<file path="src/rtl/irq_pkg.sv">
package irq_pkg;

    // Nesting state of the level-in-service stack
    typedef enum logic [0:0] {
        ST_BASE   = 1'b0,
        ST_NESTED = 1'b1
    } lvl_state_e;

endpackage

</file>
<file path="src/rtl/irq_pend_capture.sv">
module irq_pend_capture #(
    parameter int NUM_SRC = 15
) (
    input  logic               clk,
    input  logic               rst_n,
    input  logic [NUM_SRC-1:0] src_i,
    input  logic [NUM_SRC-1:0] sw_clr_i,
    input  logic [NUM_SRC-1:0] ack_clr_i,
    output logic [NUM_SRC-1:0] pend_o,
    output logic [NUM_SRC-1:0] edge_o
);

    logic [NUM_SRC-1:0] src_q;
    logic [NUM_SRC-1:0] pend_q;
    logic [NUM_SRC-1:0] pend_d;
    logic [NUM_SRC-1:0] edge_w;

    assign edge_w = src_i & ~src_q;
    // a fresh edge overrides any clear in the same cycle
    assign pend_d = (pend_q & ~sw_clr_i & ~ack_clr_i) | edge_w;

    always_ff @(posedge clk or negedge rst_n) begin
        if (!rst_n) begin
            src_q  <= '0;
            pend_q <= '0;
        end else begin
            src_q  <= src_i;
            pend_q <= pend_d;
        end
    end

    assign pend_o = pend_q;
    assign edge_o = edge_w;

    assert_edge_sets_R3: assert property (@(posedge clk) disable iff (!rst_n)
        (|edge_w) |=> ((pend_q & $past(edge_w)) == $past(edge_w)));

    assert_no_spurious_set_R3: assert property (@(posedge clk) disable iff (!rst_n)
        1'b1 |=> ((pend_q & ~$past(pend_q) & ~$past(edge_w)) == '0));

    assert_w1c_clears_R4: assert property (@(posedge clk) disable iff (!rst_n)
        (|(sw_clr_i & ~edge_w)) |=> ((pend_q & $past(sw_clr_i & ~edge_w)) == '0));

endmodule

</file>
<file path="src/rtl/irq_arbiter.sv">
module irq_arbiter #(
    parameter int NUM_SRC = 15,
    parameter int LVL_W   = 2,
    parameter int IDX_W   = 4
) (
    input  logic [NUM_SRC-1:0]       pend_i,
    input  logic [NUM_SRC*LVL_W-1:0] lvl_i,
    output logic                     win_valid_o,
    output logic [IDX_W-1:0]         win_idx_o,
    output logic [LVL_W-1:0]         win_lvl_o
);

    always_comb begin
        win_valid_o = 1'b0;
        win_idx_o   = '0;
        win_lvl_o   = '0;
        // scan from the top index down so that ties settle on the lowest index
        for (int i = NUM_SRC - 1; i >= 0; i--) begin
            if (pend_i[i] && (lvl_i[i*LVL_W +: LVL_W] != '0) &&
                (lvl_i[i*LVL_W +: LVL_W] >= win_lvl_o)) begin
                win_valid_o = 1'b1;
                win_idx_o   = IDX_W'(i);
                win_lvl_o   = lvl_i[i*LVL_W +: LVL_W];
            end
        end
    end

endmodule

</file>
<file path="src/rtl/irq_level_stack.sv">
module irq_level_stack
    import irq_pkg::*;
#(
    parameter int LVL_W = 2,
    parameter int DEPTH = 3,
    localparam int DW   = $clog2(DEPTH + 1)
) (
    input  logic             clk,
    input  logic             rst_n,
    input  logic             push_i,
    input  logic [LVL_W-1:0] push_lvl_i,
    input  logic             pop_i,
    output logic [LVL_W-1:0] cur_lvl_o
);

    lvl_state_e       state_q, state_d;
    logic             do_push, do_pop;
    logic [LVL_W-1:0] cur_q;
    logic [DW-1:0]    depth_q;
    logic [LVL_W-1:0] stk_q [DEPTH];
    logic [LVL_W-1:0] pop_val;

    // state register
    always_ff @(posedge clk or negedge rst_n) begin
        if (!rst_n) state_q <= ST_BASE;
        else        state_q <= state_d;
    end

    // transitions; a push outranks a pop in the same cycle
    always_comb begin
        state_d = state_q;
        do_push = 1'b0;
        do_pop  = 1'b0;
        unique case (state_q)
            ST_BASE: begin
                if (push_i) begin          // PUSH_FIRST
                    do_push = 1'b1;
                    state_d = ST_NESTED;
                end                        // IGNORE_POP otherwise
            end
            ST_NESTED: begin
                if (push_i) begin          // PUSH_MORE
                    do_push = 1'b1;
                end else if (pop_i) begin
                    do_pop = 1'b1;
                    if (depth_q == DW'(1)) state_d = ST_BASE;   // POP_LAST
                end                                             // POP_INNER
            end
            default: state_d = ST_BASE;
        endcase
    end

    always_comb begin
        pop_val = '0;
        for (int e = 0; e < DEPTH; e++) begin
            if (depth_q == DW'(e + 1)) pop_val = stk_q[e];
        end
    end

    for (genvar e = 0; e < DEPTH; e++) begin : g_slot
        always_ff @(posedge clk or negedge rst_n) begin
            if (!rst_n)                              stk_q[e] <= '0;
            else if (do_push && depth_q == DW'(e))   stk_q[e] <= cur_q;
        end
    end

    always_ff @(posedge clk or negedge rst_n) begin
        if (!rst_n) begin
            cur_q   <= '0;
            depth_q <= '0;
        end else if (do_push) begin
            cur_q   <= push_lvl_i;
            depth_q <= depth_q + DW'(1);
        end else if (do_pop) begin
            cur_q   <= pop_val;
            depth_q <= depth_q - DW'(1);
        end
    end

    // outputs
    always_comb begin
        cur_lvl_o = cur_q;
    end

    assert_push_loads_R8: assert property (@(posedge clk) disable iff (!rst_n)
        push_i |=> (cur_q == $past(push_lvl_i)));

    assert_no_overflow_R9: assert property (@(posedge clk) disable iff (!rst_n)
        push_i |-> (depth_q < DW'(DEPTH)));

    assert_base_level_R9: assert property (@(posedge clk) disable iff (!rst_n)
        (state_q == ST_BASE) |-> (cur_q == '0 && depth_q == '0));

    assert_pop_at_base_ignored_R9: assert property (@(posedge clk) disable iff (!rst_n)
        (state_q == ST_BASE && pop_i && !push_i) |=> (cur_q == '0));

endmodule

</file>
<file path="src/rtl/irq_prio_ctrl.sv">
module irq_prio_ctrl #(
    parameter int NUM_SRC   = 15,
    parameter int LVL_W     = 2,
    parameter int REG_W     = 20,
    localparam int FIELDS   = REG_W / LVL_W,
    localparam int CTL_REGS = (NUM_SRC + FIELDS - 1) / FIELDS,
    localparam int STAT_SEL = CTL_REGS,
    localparam int SEL_W    = $clog2(CTL_REGS + 1),
    localparam int IDX_W    = $clog2(NUM_SRC),
    localparam int DEPTH    = (2 ** LVL_W) - 1
) (
    input  logic               clk,
    input  logic               rst_n,
    input  logic [NUM_SRC-1:0] src_i,
    input  logic               reg_wr_en,
    input  logic [SEL_W-1:0]   reg_wr_sel,
    input  logic [REG_W-1:0]   reg_wr_data,
    input  logic [SEL_W-1:0]   reg_rd_sel,
    output logic [REG_W-1:0]   reg_rd_data,
    output logic               irq_req,
    output logic [IDX_W-1:0]   irq_idx,
    output logic [LVL_W-1:0]   irq_lvl,
    input  logic               irq_ack,
    input  logic               irq_ret,
    output logic [LVL_W-1:0]   cur_lvl
);

    logic [LVL_W-1:0]         ctl_q [NUM_SRC];
    logic [NUM_SRC*LVL_W-1:0] lvl_flat;
    logic [NUM_SRC-1:0]       pend;
    logic [NUM_SRC-1:0]       src_edge;
    logic [NUM_SRC-1:0]       sw_clr;
    logic [NUM_SRC-1:0]       ack_clr;
    logic                     win_valid;
    logic [IDX_W-1:0]         win_idx;
    logic [LVL_W-1:0]         win_lvl;
    logic                     ack_take;

    // priority code storage, one field per line
    for (genvar k = 0; k < NUM_SRC; k++) begin : g_ctl
        localparam int RG  = k / FIELDS;
        localparam int OFF = (k % FIELDS) * LVL_W;
        always_ff @(posedge clk or negedge rst_n) begin
            if (!rst_n)
                ctl_q[k] <= '0;
            else if (reg_wr_en && reg_wr_sel == SEL_W'(RG))
                ctl_q[k] <= reg_wr_data[OFF +: LVL_W];
        end
        assign lvl_flat[k*LVL_W +: LVL_W] = ctl_q[k];
    end

    assign sw_clr   = (reg_wr_en && reg_wr_sel == SEL_W'(STAT_SEL)) ?
                      reg_wr_data[NUM_SRC-1:0] : '0;
    assign ack_take = irq_ack && irq_req;
    assign ack_clr  = ack_take ? (NUM_SRC'(1) << win_idx) : '0;

    irq_pend_capture #(
        .NUM_SRC (NUM_SRC)
    ) u_pend (
        .clk       (clk),
        .rst_n     (rst_n),
        .src_i     (src_i),
        .sw_clr_i  (sw_clr),
        .ack_clr_i (ack_clr),
        .pend_o    (pend),
        .edge_o    (src_edge)
    );

    irq_arbiter #(
        .NUM_SRC (NUM_SRC),
        .LVL_W   (LVL_W),
        .IDX_W   (IDX_W)
    ) u_arb (
        .pend_i      (pend),
        .lvl_i       (lvl_flat),
        .win_valid_o (win_valid),
        .win_idx_o   (win_idx),
        .win_lvl_o   (win_lvl)
    );

    irq_level_stack #(
        .LVL_W (LVL_W),
        .DEPTH (DEPTH)
    ) u_stack (
        .clk        (clk),
        .rst_n      (rst_n),
        .push_i     (ack_take),
        .push_lvl_i (win_lvl),
        .pop_i      (irq_ret),
        .cur_lvl_o  (cur_lvl)
    );

    assign irq_req = win_valid && (win_lvl > cur_lvl);
    assign irq_idx = win_idx;
    assign irq_lvl = win_lvl;

    // read mux: priority registers by position, status by line index
    always_comb begin
        reg_rd_data = '0;
        if (reg_rd_sel == SEL_W'(STAT_SEL)) begin
            reg_rd_data[NUM_SRC-1:0] = pend;
        end else begin
            for (int k = 0; k < NUM_SRC; k++) begin
                if (reg_rd_sel == SEL_W'(k / FIELDS))
                    reg_rd_data[(k % FIELDS) * LVL_W +: LVL_W] = ctl_q[k];
            end
        end
    end

    // no enabled pending line may outrank the winner; ties go low
    for (genvar k = 0; k < NUM_SRC; k++) begin : g_chk
        assert_no_better_line_R6: assert property (@(posedge clk) disable iff (!rst_n)
            (pend[k] && ctl_q[k] != '0) |->
            (win_valid && (ctl_q[k] < win_lvl ||
                           (ctl_q[k] == win_lvl && IDX_W'(k) >= win_idx))));
    end

    assert_req_eligible_R7: assert property (@(posedge clk) disable iff (!rst_n)
        irq_req |-> (pend[irq_idx] && ctl_q[irq_idx] != '0 && irq_lvl > cur_lvl));

    assert_ack_clears_R8: assert property (@(posedge clk) disable iff (!rst_n)
        (ack_take && !src_edge[irq_idx]) |=> !pend[$past(irq_idx)]);

    assert_ack_ignored_R8: assert property (@(posedge clk) disable iff (!rst_n)
        (irq_ack && !irq_req && !irq_ret) |=> $stable(cur_lvl));

    if (NUM_SRC < REG_W) begin : g_rsvd
        assert_status_rsvd_zero_R4: assert property (@(posedge clk) disable iff (!rst_n)
            (reg_rd_sel == SEL_W'(STAT_SEL)) |-> (reg_rd_data[REG_W-1:NUM_SRC] == '0));
    end

endmodule

</file>
<file path="config.mk">
export PLATFORM = sky130hd
export DESIGN_NAME = irq_prio_ctrl
export DESIGN_NICKNAME = d
export VERILOG_FILES = /design/src/rtl/irq_pkg.sv /design/src/rtl/irq_pend_capture.sv /design/src/rtl/irq_arbiter.sv /design/src/rtl/irq_level_stack.sv /design/src/rtl/irq_prio_ctrl.sv
export SDC_FILE = /design/constraint.sdc
export NUM_CORES = 1
export LEC_CHECK = 0
export CAP_MARGIN = 20
export CORE_MARGIN = 2
export CORE_UTILIZATION = 35
export CTS_BUF_LIST = sky130_fd_sc_hd__clkbuf_4 sky130_fd_sc_hd__clkbuf_8
export CTS_CLUSTER_DIAMETER = 100
export DETAILED_ROUTE_END_ITERATION = 6
export GPL_TIMING_DRIVEN = 0
export MAX_ROUTING_LAYER = met4
export PLACE_DENSITY_LB_ADDON = 0.08
export RECOVER_POWER = 50
export SLEW_MARGIN = 30
export SYNTH_ARGS = -nofsm -noshare
export SYNTH_HDL_FRONTEND = slang
export SYNTH_SLANG_ARGS = --single-unit
</file>
<file path="constraint.sdc">
create_clock -name clk -period 20.3 [get_ports clk]
set_input_delay 5.075 -clock clk [delete_from_list [all_inputs] [get_ports clk]]
set_output_delay 5.075 -clock clk [all_outputs]
set_load 0.01 [all_outputs]
</file>
==> results.md <==
- Run status: complete, but fails checks
- Failing checks: max-capacitance violations, max-slew violations, negative setup slack
- Worst Hold Class: flop to flop
- Worst hold stages: 1
- Worst EP required: 15230 ps
- Setup crit end kind: output port
- Total CTS buffers: 9
- Max VDD drop: 0.0859 mV
- Critical Path Source Type: flop
- Via count: 4945
- GP Congestion: 0.892
- Normalized max-slew margin: -0.414
- Fmax: 45.9 MHz
- Power after layout: 1.13 mW
- First-pass GRT wire length: 27400 um
- Leakage: 3.17 nW
- Max Slew Vio Count: 74
- Min-delay src: u_pend.src_q[7]
- Crit Reg-Reg Endpoint: u_pend.pend_o[11]
- Final setup vio count: 7
- Most frequent cell after synthesis: nand2_1
- Hold endpoint: u_pend.pend_o[7]
- Routed wire length: 17600 um
- Drt wl/cell: 19.6 um
- Met3 Use GR: 0.0572
- Syn Area/Cell: 8.88 um^2
- Clock power frac: 0.103
- Post-route setup slack: -1480 ps
- Max Cap Viol: 2
- Top post-synthesis cells by count: nand2_1 (91), dfrtp_1 (71), o21ai_0 (42)
- Synthesized Nets: 634
- Asr flop ratio synth: 1.00
- DR pass1 iterations: 5
- Initial core utilization: 0.361
- Clock-pin slew on the worst setup and hold paths: 80 ps
- Netlist cell types: 83
- Synth Cell Area: 5040 um^2
- Critical Path Max Stage Delay: 450 ps
- Synth-to-Final Area Change: 44.1%
- Prevailing post-synth register cell: dfrtp_1
- Die ar.: 15400 um^2
- # port buffers: 70
- Critical path's slowest cell: dfrtp_2
- Clock sink count: 71
- GRT Overall Usage: 0.246
- HPWL Detailed: 12900 um
- # rows: 43
- Iter 0 DRT Violations: 300
- Synth area leaders: dfrtp_1 (35%), nand2_1 (6.8%), ha_1 (5.5%)
- Initial antenna violation count: 0
- Crit share post-route: 1.07
- Crit path DAT: 16710 ps
- Fin area: 7270 um^2
- Met2 Use GR: 0.398
- Post-DP Area: 6200 um^2
- Gate power share: 0.707
- CP most frequent cell: nand2b_4
- P_sw: 0.495 mW
- Switching share of total power: 0.439
- Internal power: 0.633 mW
- Routing usage on met1: 0.308
- Synth Register Bits: 71
- Skew-Pair Late Insertion Delay: 370 ps
- Nets: 783
- Horiz. Die Dim: 124 um
- Unrepaired setup endpoints after global routing: true
- Longest Clk Path Bufs: 2
- Seq pwr share: 0.190
- Synth warn: 0
- Global route overflow: 0
- Seq/Total Area, Yosys: 0.352
- Setup Crit Path Kind: flop to output port
- Largest net degree at the start of global routing: 39
- DP Worst Slack: -2950 ps
- Crit path max fanout: 4
- Hold Buf Count CTS: 0
- Root buffer cell: clkbuf_8
- Reg-to-Reg Start: u_pend.pend_o[14]
- GRT busiest layer: met2
- Clk_skew: 10.1 ps
- Post-Syn Instances: 568
- Synth area leader: dfrtp_1
- Internal reg-to-reg setup slack: 3080 ps
- Worst-Margin Slew: 2120 ps
- Die height: 124 um
- Worst reg2reg path depth: 95
- Final hold vios: 0
- Routed Antenna Nets: 0
- CTS HTree Levels: 3
- Vias per std cell: 5.48
- Period minus WS final: 21780 ps
- Top-area cell type share of the netlist area: 0.352
- # IOs: 73
- EDFF count, synth: 0
- DRC violations left: 0
- Number of global-route vias before repair: 4937
- Power density over the cells: 155 nW/um^2
- Diode count: 0
- Layout cells sized above 1: 0.328
- CTS tree: done
- Core Area: 14000 um^2
-- layout by cell type (no fill, tap or decap), types with 4 or more instances in the layout --
cell | netlist | final
clkbuf_8 | 0 | 9
nor3_1 | 11 | 9
mux2_4 | 4 | 4
inv_1 | 39 | 35
o21a_1 | 6 | 5
nand2b_1 | 16 | 4
o211ai_1 | 6 | 6
a32oi_1 | 11 | 10
dfrtp_1 | 71 | 69
clkdlybuf4s50_1 | 0 | 47
o211a_1 | 4 | 4
a21oi_1 | 21 | 14
nand2_4 | 2 | 4
a31oi_1 | 8 | 5
nor2b_1 | 9 | 7
and3_1 | 4 | 4
nand2b_4 | 0 | 12
dlygate4sd3_1 | 0 | 15
buf_6 | 3 | 12
nand3_1 | 16 | 14
and2_4 | 2 | 7
buf_2 | 1 | 4
nand2_1 | 91 | 84
and2_1 | 11 | 7
o21ai_0 | 42 | 35
nor2_1 | 30 | 24
clkbuf_1 | 10 | 12
mux2i_1 | 16 | 16
nand2_2 | 0 | 5
nand4_1 | 6 | 6
ha_4 | 0 | 8
o21ai_1 | 4 | 6
ha_1 | 22 | 14
mux2_2 | 22 | 22
a21oi_4 | 0 | 5
buf_4 | 0 | 62
a21o_1 | 4 | 4
nor2_2 | 1 | 4
-- registers in the layout (all words and copies together), names as in the netlist --
signal             flops
ctl_q                 30
u_pend.pend_o         15
u_pend.src_q          15
u_stack.stk_q          6
u_stack.cur_lvl_o      2
u_stack.depth_q        2
u_stack.state_q        1
-- worst max-delay path: cells and delay by family (launching register included) --
kind	cells	cell delay, ps
compound gates	32	5510
simple gates	36	5110
fa+ha+maj	18	4680
buf+inv	6	560
flops	1	450
-- metal layers --
layer | vias up | part of all wire | wire, um
met3 | 23 | 0.050 | 886
met4 | 0 | 0.021 | 372
met5 | - | 0 | 0
li1 | 2358 | - | -
met2 | 129 | 0.49 | 8730
met1 | 2435 | 0.43 | 7660
-- how the worst max path moves through the flow --
stage                      start      end  slack, ps  cells after the start
3_3_place_gp   u_pend.pend_o[14]  irq_req      -2820                     92
6_report       u_pend.pend_o[14]  irq_req      -1480                     92
3_5_place_dp   u_pend.pend_o[14]  irq_req      -2950                     92
2_1_floorplan  u_pend.pend_o[14]  irq_req       -360                     90
4_1_cts        u_pend.pend_o[14]  irq_req      -1460                     93
5_1_grt                 ctl_q[0]  irq_req      -2160                     92
-- final cells by class --
cell class | instances | area [um^2]
Clock buffer | 10 | 131
Inverter | 39 | 151
Buffer | 17 | 91.3
Timing Repair Buffer | 138 | 1210
Sequential cell | 71 | 1780
Clock inverter | 6 | 61.3
Tap cell | 180 | 225
Fill cell | 1333 | 6720
Multi-Input combinational cell | 441 | 3620
-- through the flow --
| stage | TNS (ps) | hold WS, ps | instances | util |
|---|---|---|---|---|
| floorplan | -803 | 400 | 568 | - |
| global placement | -16520 | 403 | 818 | 0.442 |
| detailed placement | -17400 | 407 | 819 | 0.443 |
| CTS | -7240 | 419 | 888 | 0.499 |
| global route | -12530 | 447 | 902 | 0.520 |
| finish | -7800 | 418 | 902 | 0.520 |
-- power groups by stage --
stage	registers, mW	logic, mW	clock network [mW]
floorplan	0.201	0.415	0
detailed placement	0.215	0.570	0
finish	0.214	0.797	0.117
global route	0.219	0.860	0.125
CTS	0.213	0.708	0.120
global placement	0.214	0.561	0
-- cells by family (layout without fill, tap and decap cells) --
kind of cell,count (synthesis),count (layout),share of synthesized area
and+or+nand+nor,222,222,0.222
AOI/OAI and AO/OA,151,151,0.224
DFF,71,71,0.352
buffers and inverters,56,210,0.0466
muxes,42,42,0.0928
adders and majority gates,25,25,0.0608
xor gates and xnor gates,1,1,0.00174
-- what timing repair did --
item                                    CTS  global route
gates resized for setup                  71            43
buffers inserted                         53            17
pin swaps                                37            20
endpoints found under the setup margin    7             7
(Power assumes the default switching activity.)
